<file path="config.mk">
export PLATFORM = sky130hd
export DESIGN_NAME = syncword_hunter
export DESIGN_NICKNAME = d
export VERILOG_FILES = /design/src/rtl/syncdet_pkg.sv /design/src/rtl/syncdet_quality.sv /design/src/rtl/syncdet_correlator.sv /design/src/rtl/syncword_hunter.sv
export SDC_FILE = /design/constraint.sdc
export NUM_CORES = 1
export LEC_CHECK = 0
export ABC_AREA = 1
export CORE_AREA = 5 5 93 95
export CTS_BUF_LIST = sky130_fd_sc_hd__clkbuf_8 sky130_fd_sc_hd__clkbuf_16
export DETAILED_ROUTE_END_ITERATION = 10
export DIE_AREA = 0 0 98 100
export HOLD_SLACK_MARGIN = 0.1
export PLACE_DENSITY = 0.63
export SLEW_MARGIN = 30
export SYNTH_ARGS = -nofsm -noshare
export SYNTH_HDL_FRONTEND = slang
export SYNTH_HIERARCHICAL = 1
export SYNTH_SLANG_ARGS = --single-unit
</file>
<file path="constraint.sdc">
create_clock -name clk -period 16.1 [get_ports clk]
set_input_delay 4.025 -clock clk [delete_from_list [all_inputs] [get_ports clk]]
set_output_delay 4.025 -clock clk [all_outputs]
set_load 0.02 [all_outputs]
</file>
<file path="src/rtl/syncdet_pkg.sv">
package syncdet_pkg;

  typedef struct packed {
    logic enable;   // any search at all
    logic wide;     // doubled 32-bit pattern
    logic lenient;  // 16-bit with a single bit error allowed
    logic need_cs;  // carrier sense required at completion
  } sync_cfg_t;

  function automatic sync_cfg_t decode_mode(input logic [2:0] mode);
    sync_cfg_t c;
    c.enable  = (mode[1:0] != 2'b00);
    c.wide    = (mode[1:0] == 2'b11);
    c.lenient = (mode[1:0] == 2'b01);
    c.need_cs = mode[2];
    return c;
  endfunction

endpackage

</file>
<file path="src/rtl/syncdet_quality.sv">
module syncdet_quality #(
  parameter int CNT_W     = 5,
  parameter int THR_W     = 3,
  parameter int THR_SCALE = 4,
  parameter int STEP_UP   = 1,
  parameter int STEP_DN   = 8
) (
  input  logic             clk,
  input  logic             rst,
  input  logic             bit_valid,
  input  logic             bit_in,
  input  logic [THR_W-1:0] pq_thr,
  output logic [CNT_W-1:0] count,
  output logic             reached
);
  localparam int CNT_MAX = (1 << CNT_W) - 1;

  logic             prev_q;
  logic             have_prev_q;
  logic [CNT_W:0]   up_sum;
  logic [CNT_W-1:0] cnt_nxt;
  logic             reached_nxt;

  assign up_sum = {1'b0, count} + (CNT_W+1)'(STEP_UP);

  always_comb begin
    cnt_nxt = count;
    if (bit_valid && have_prev_q) begin
      if (bit_in != prev_q) begin
        cnt_nxt = (up_sum > (CNT_W+1)'(CNT_MAX)) ? CNT_W'(CNT_MAX) : up_sum[CNT_W-1:0];
      end else begin
        cnt_nxt = (count >= CNT_W'(STEP_DN)) ? (count - CNT_W'(STEP_DN)) : '0;
      end
    end
    reached_nxt = (pq_thr != '0) && (int'(cnt_nxt) >= int'(pq_thr) * THR_SCALE);
  end

  always_ff @(posedge clk) begin
    if (rst) begin
      count       <= '0;
      reached     <= 1'b0;
      prev_q      <= 1'b0;
      have_prev_q <= 1'b0;
    end else begin
      count   <= cnt_nxt;
      reached <= reached_nxt;
      if (bit_valid) begin
        prev_q      <= bit_in;
        have_prev_q <= 1'b1;
      end
    end
  end

endmodule

</file>
<file path="src/rtl/syncdet_correlator.sv">
module syncdet_correlator #(
  parameter int WORD_W = 16
) (
  input  logic                              clk,
  input  logic                              rst,
  input  logic                              bit_valid,
  input  logic                              bit_in,
  input  logic                              restart,
  input  logic                              wide,
  input  logic [WORD_W-1:0]                 sync_word,
  input  logic [$clog2(2*WORD_W+1)-1:0]     err_limit,
  output logic                              hit
);
  localparam int WIN_W = 2 * WORD_W;
  localparam int CW    = $clog2(WIN_W + 1);

  logic [WIN_W-1:0] win_q;
  logic [WIN_W-1:0] win_nxt;
  logic [WIN_W-1:0] ref_pat;
  logic [WIN_W-1:0] care;
  logic [WIN_W-1:0] diff;
  logic [CW-1:0]    fill_q;
  logic [CW-1:0]    errs;
  logic             enough;

  assign win_nxt = {win_q[WIN_W-2:0], bit_in};
  assign ref_pat = {sync_word, sync_word};

  // Lower half always takes part; upper half only for the doubled pattern.
  generate
    for (genvar i = 0; i < WIN_W; i++) begin : g_care
      if (i < WORD_W) begin : g_lo
        assign care[i] = 1'b1;
      end else begin : g_hi
        assign care[i] = wide;
      end
    end
  endgenerate

  assign diff = (win_nxt ^ ref_pat) & care;

  always_comb begin
    errs = '0;
    for (int i = 0; i < WIN_W; i++) begin
      errs = errs + CW'(diff[i]);
    end
  end

  assign enough = wide ? (fill_q >= CW'(WIN_W - 1)) : (fill_q >= CW'(WORD_W - 1));
  assign hit    = bit_valid && enough && (errs <= err_limit);

  always_ff @(posedge clk) begin
    if (rst) begin
      win_q  <= '0;
      fill_q <= '0;
    end else begin
      if (bit_valid) begin
        win_q <= win_nxt;
      end
      if (restart) begin
        fill_q <= '0;
      end else if (bit_valid && fill_q != CW'(WIN_W)) begin
        fill_q <= fill_q + CW'(1);
      end
    end
  end

endmodule

</file>
<file path="src/rtl/syncword_hunter.sv">
module syncword_hunter
  import syncdet_pkg::*;
#(
  parameter int WORD_W     = 16,
  parameter int CNT_W      = 5,
  parameter int THR_W      = 3,
  parameter int THR_SCALE  = 4,
  parameter int STEP_UP    = 1,
  parameter int STEP_DN    = 8,
  parameter int NARROW_TOL = 1,
  parameter int WIDE_TOL   = 2
) (
  input  logic              clk,
  input  logic              rst,
  input  logic              bit_valid,
  input  logic              bit_in,
  input  logic [WORD_W-1:0] sync_word,
  input  logic [2:0]        sync_mode,
  input  logic [THR_W-1:0]  pq_thr,
  input  logic              carrier_sense,
  input  logic              rearm,
  output logic              sync_found,
  output logic              pq_reached,
  output logic [CNT_W-1:0]  pq_count
);
  localparam int ERR_W = $clog2(2 * WORD_W + 1);

  sync_cfg_t        cfg;
  logic [ERR_W-1:0] err_limit;
  logic             hit;
  logic             armed_q;
  logic             pq_seen_q;
  logic             qual_ok;
  logic             cs_ok;
  logic             accept;

  assign cfg       = decode_mode(sync_mode);
  assign err_limit = cfg.wide    ? ERR_W'(WIDE_TOL)   :
                     cfg.lenient ? ERR_W'(NARROW_TOL) : '0;

  syncdet_quality #(
    .CNT_W(CNT_W), .THR_W(THR_W), .THR_SCALE(THR_SCALE),
    .STEP_UP(STEP_UP), .STEP_DN(STEP_DN)
  ) u_quality (
    .clk(clk), .rst(rst), .bit_valid(bit_valid), .bit_in(bit_in),
    .pq_thr(pq_thr), .count(pq_count), .reached(pq_reached)
  );

  syncdet_correlator #(.WORD_W(WORD_W)) u_corr (
    .clk(clk), .rst(rst), .bit_valid(bit_valid), .bit_in(bit_in),
    .restart(rearm), .wide(cfg.wide), .sync_word(sync_word),
    .err_limit(err_limit), .hit(hit)
  );

  // Qualifiers: latched preamble quality and live carrier sense.
  assign qual_ok = (pq_thr == '0) || pq_seen_q || pq_reached;
  assign cs_ok   = !cfg.need_cs || carrier_sense;
  assign accept  = armed_q && cfg.enable && hit && qual_ok && cs_ok && !rearm;

  always_ff @(posedge clk) begin
    if (rst) begin
      armed_q    <= 1'b1;
      pq_seen_q  <= 1'b0;
      sync_found <= 1'b0;
    end else begin
      sync_found <= accept;
      if (rearm) begin
        armed_q   <= 1'b1;
        pq_seen_q <= 1'b0;
      end else if (accept) begin
        armed_q   <= 1'b0;
        pq_seen_q <= 1'b0;
      end else begin
        pq_seen_q <= pq_seen_q | pq_reached;
      end
    end
  end

endmodule

</file>
Word-level counts from Yosys, hierarchy flattened
Index checks and enable logic that the tools add are counted.
{"block": "word_totals", "input_bits": 28, "wordCells": 83, "out_inout_bits": 7, "reg_bits": 48}
{"block": "op_classes", "eq_ne": 4, "bitwise_logic": 3, "n_reduce_logical": 20, "mux": 7, "n_lt_le_gt_ge": 6, "add_sub_neg": 34}
{"op": "$add A6 B1 Y6", "n": 30}
{"op": "$and A32 B32 Y32", "n": 1}
{"op": "$xor A32 B32 Y32", "n": 1}
{"op": "$mux W5", "n": 4}
{"op": "$logic_and A1 B1 Y1", "n": 10}
{"op": "$add A5 B1 Y6 const B", "n": 1}
{"op": "$add A6 B1 Y6 const B", "n": 1}
{"op": "$ge A6 B4 Y1 const B", "n": 1}
{"op": "$ge A6 B5 Y1 const B", "n": 1}
{"op": "$gt A6 B5 Y1 const B", "n": 1}
{"op": "$le A6 B2 Y1", "n": 1}
{"op": "$ne A6 B6 Y1 const B", "n": 1}
{"op": "$ge A5 B4 Y1 const B", "n": 1}
{"op": "$ge A5 B5 Y1", "n": 1}
{"op": "$sub A5 B4 Y5 const B", "n": 1}
{"op": "$logic_not A3 Y1", "n": 1}
{"op": "$logic_or A1 B1 Y1", "n": 3}
{"op": "$reduce_bool A3 Y1", "n": 1}
{"op": "$reduce_or A3 Y1", "n": 1}
{"op": "$add A1 B1 Y2", "n": 1}
{"op": "$eq A2 B1 Y1 const B", "n": 1}
{"op": "$eq A2 B2 Y1 const B", "n": 1}
{"op": "$logic_not A1 Y1", "n": 2}
{"op": "$mux W1", "n": 2}
{"op": "5 further kinds", "n": 5}

Depth between registers and ports, before layout
{"block": "depth", "ltp_word": 40, "mapped_depth": 35, "ltp_nobuf": 34}

Hierarchy
Netlist, hierarchy kept.
{"module": "syncdet_correlator", "instances": 1, "area_per_inst_um2": 2663.8, "seq_area_each_um2": 740.7, "cells_each": 345}
{"module": "syncdet_quality", "instances": 1, "area_per_inst_um2": 545.5, "seq_area_each_um2": 160.2, "cells_each": 77}
{"module": "syncword_hunter", "instances": 1, "area_per_inst_um2": 158.9, "seq_area_each_um2": 60.1, "cells_each": 28}

Worst setup path before layout
OpenSTA, ideal clock, no wires.
{"block": "synth_timing", "path_type": "input-to-reg", "start": "input sync_mode[0]", "end": "register armed_q", "path_buffers": 1, "required_ps": 15985, "arrival_ps": 9758, "setup_ps": 115, "slack_ps": 6227, "cell_stages": 32, "cell_sequence": "nand2_1 inv_1 clkinv_1 buf_2 a21oi_1 o21ai_0 fa_1 fa_1 inv_1 fa_1 inv_1 fa_1 fa_1 inv_1 fa_1 ha_1 inv_1 fa_1 o21ai_0 nand2_1 nand3_1 nand2_1 ha_1 nand2_1 nor2_1 nand3_1 a21oi_1 nand3_1 nor2_2 nand2_1 nand2_1 nand2_1"}
{"item": "start, declared", "line_no": "syncword_hunter.sv:18", "source": "input logic [2:0] sync_mode,"}
{"item": "end signal, assigned", "line_no": "syncword_hunter.sv:62", "source": "armed_q <= 1'b1;"}
{"item": "end signal, assigned", "line_no": "syncword_hunter.sv:68", "source": "armed_q <= 1'b1;"}
{"item": "end signal, assigned", "line_no": "syncword_hunter.sv:71", "source": "armed_q <= 1'b0;"}
{"item": "end, declared", "line_no": "syncword_hunter.sv:31", "source": "logic armed_q;"}

==> run metrics <==
outcome completed; most common cell in the netlist nor2_1; synth warn 6; VDD IR max 95.2 µV; Clock Path Buffers 2; Num CTS Buffers 5; clock sinks 48; Final Skew 0.0114 ns; total number of vias 2,854; max cap viols 0; synth cell count leaders nor2_1, inv_1, nand2_1; Yosys top cell by area dfxtp_1; Layout area overhead 16.1%; Crit Path Category input pin to flop; setup bufs post-CTS 0; final period utilization 0.653; Worst R2R Setup Slack 10.00 ns; num rows 32; Initial Util 0.440; CTS hold repair buffers 0; final core occ 0.511; clock power share 0.135; busiest grt layer met2; Crit path required time 16.30 ns; final setup margin 5.58 ns; cts repair resizes 0; CP max stage cell fa_1; largest net degree at the start of global routing 44; Seq cells post-synth 48; CTS tree done; Routed Antenna Nets 0; met2 usage 0.266; dpl cell area 3800 µm²; setup TNS 0 ns; Worst-Skew Late Latency 0.31 ns; CP top delay family adder cells; Tot Pwr 672 µW; worst hold start armed_q; Combinational Power Share 0.670; CP startpoint kind input pin; TritonRoute pass-1 iters 5; R2R Path End armed_q; hold-critical path depth 2; R2R Path Start u_corr/win_q[20]; vias in the first global route 2,780; fin area 3910 µm²; die width 98 µm; EDFF count, synth 0; 1st-iter DRT viols 127; Area contributors post-synth dfxtp_1, fa_1, nor2_1, ha_1, o21ai_0; switching fraction of total power 0.449; Net Switching 301 µW; Synth Cell Area 3370 µm²; initial antenna violation count 0; Buf/Inv on CP 7; Final Slew Violations 0; clock slew at reported path FFs 0.09 ns; CP max FO 18; synth unique cells 34; ANT cells 0; Root Buffer clkbuf_8; RSZ-0062 raised after global routing no; critical path arrival 10.72 ns; GR Util met1 0.196; fmax 0.0951 GHz; CP peak stage delay 0.55 ns; setup slack after placement 5.27 ns; Power Internal 370 µW; final-stage net count 555; share of cells above drive strength 1 0.0598; M3 GR Usage 0.0264; core region area 7650 µm²; H-tree Lvls 2; Congestion Overflow GR 0; Synth Instances 450; reg2reg path depth 29; WL per Instance 12.3 µm; Post-Syn Area per Cell 7.48 µm²; slew margin rel. 0.501; power share of the sequential group 0.195; Residual DRC 0; Tot GR Track Use 0.153; Vias/cell 4.86; DIE AREA 9800 µm²; first-pass GRT wire length 12,400 µm; hold path endpoint armed_q; quantity of I/O buffers inserted on ports 34; Worst Tran Pin Value 0.747 ns; final setup fails 0; I/O Pins 35; Final min period 10.52 ns; Die Y 100 µm; CP endpoint kind flop; detailed placer's ending HPWL 5480 µm; Leak 0.00174 µW; Hold Violations, Final 0; Post-synth ARST share 0; top_reg_cell synth dfxtp_1; Total Wirelength 7210 µm; RePlAce Congestion 0.865; Worst Hold Class flop to flop; top-area cell type share of the netlist area 0.285; PD cells 172 nW/µm²; register area share after synthesis 0.285
## registers in the layout, summed over array words and instances (netlist names)
| register | count |
|---|---|
| u_corr/win_q | 31 |
| armed_q | 1 |
| u_quality/count | 5 |
| u_corr/fill_q | 6 |
| u_quality/have_prev_q | 1 |
| pq_seen_q | 1 |
| u_quality/prev_q | 1 |
| u_quality/reached | 1 |
| sync_found | 1 |
## cell type report
class	count	area [µm²]
Tap cell	102	128
Inverter	64	244
Clock buffer	5	68.8
Fill cell	751	3740
Multi-Input combinational cell	330	2120
Timing Repair Buffer	35	348
Sequential cell	48	961
Clock inverter	3	42.5
## kinds of logic (layout without fill, tap and decap cells)
group / count (synthesis) / in the layout / share of synthesized area
compound gates: 80 / 80 / 0.123
xor+xnor: 24 / 24 / 0.0624
fa+ha+maj: 43 / 43 / 0.213
buf+inv: 75 / 107 / 0.0888
flops: 48 / 48 / 0.285
other cells: 1 / 4 / 0.00111
simple gates: 179 / 179 / 0.227
## layout by cell type, fill, tap and decap left out, types with 2 or more instances in the layout
master            n
clkbuf_8          5
nand2_1          51
o21ai_1           4
o21ai_0          47
xnor2_1          19
nand2_4           2
inv_2             2
nand2_2           4
dfxtp_1          48
xor2_1            5
clkdlybuf4s50_1  34
a21oi_1          25
nor2_1           95
nand3_1          15
clkinv_2          2
ha_1             19
fa_1             24
conb_1            4
inv_1            59
nand3_2           3
nor2_2            3
## power by group through the flow
| stage | Sequential, µW | Combinational, µW | Clock [µW] |
|---|---|---|---|
| after floorplan | 132 | 359 | 0 |
| after global placement | 134 | 438 | 0 |
| after detailed placement | 134 | 458 | 0 |
| after CTS | 131 | 461 | 93.1 |
| after global routing | 132 | 549 | 98.3 |
| final | 131 | 450 | 90.7 |
## worst max path at each step
| stage | start | to | slack (ns) | cells after the start |
|---|---|---|---|---|
| after floorplan | sync_mode[0] | armed_q | 6.23 | 32 |
| after global placement | sync_mode[1] | armed_q | 5.34 | 32 |
| after detailed placement | sync_mode[1] | armed_q | 5.27 | 32 |
| after CTS | sync_mode[1] | armed_q | 5.58 | 32 |
| after global routing | sync_mode[1] | armed_q | 5.04 | 32 |
| final | sync_mode[1] | armed_q | 5.58 | 32 |
## metal layers
layer  vias to the layer above  wire, µm  share of wire
li1                       1467         -              -
met1                      1316      3330           0.46
met2                        62      3500           0.49
met3                         9       274          0.038
met4                         0        99          0.014
met5                         -         0              0
## worst min-delay path, stage by stage, from the launching register on
cell,delay [ns]
dfxtp_1,0.32
nand2_1,0.06
nand2_1,0.04
## per-stage QoR
stage               hold WS (ns)  cells
CTS                        0.460    587
floorplan                  0.420    453
detailed placement         0.444    579
finish                     0.459    587
global placement           0.435    579
global route               0.482    587
Note: power is estimated with default switching activity, not from simulation.
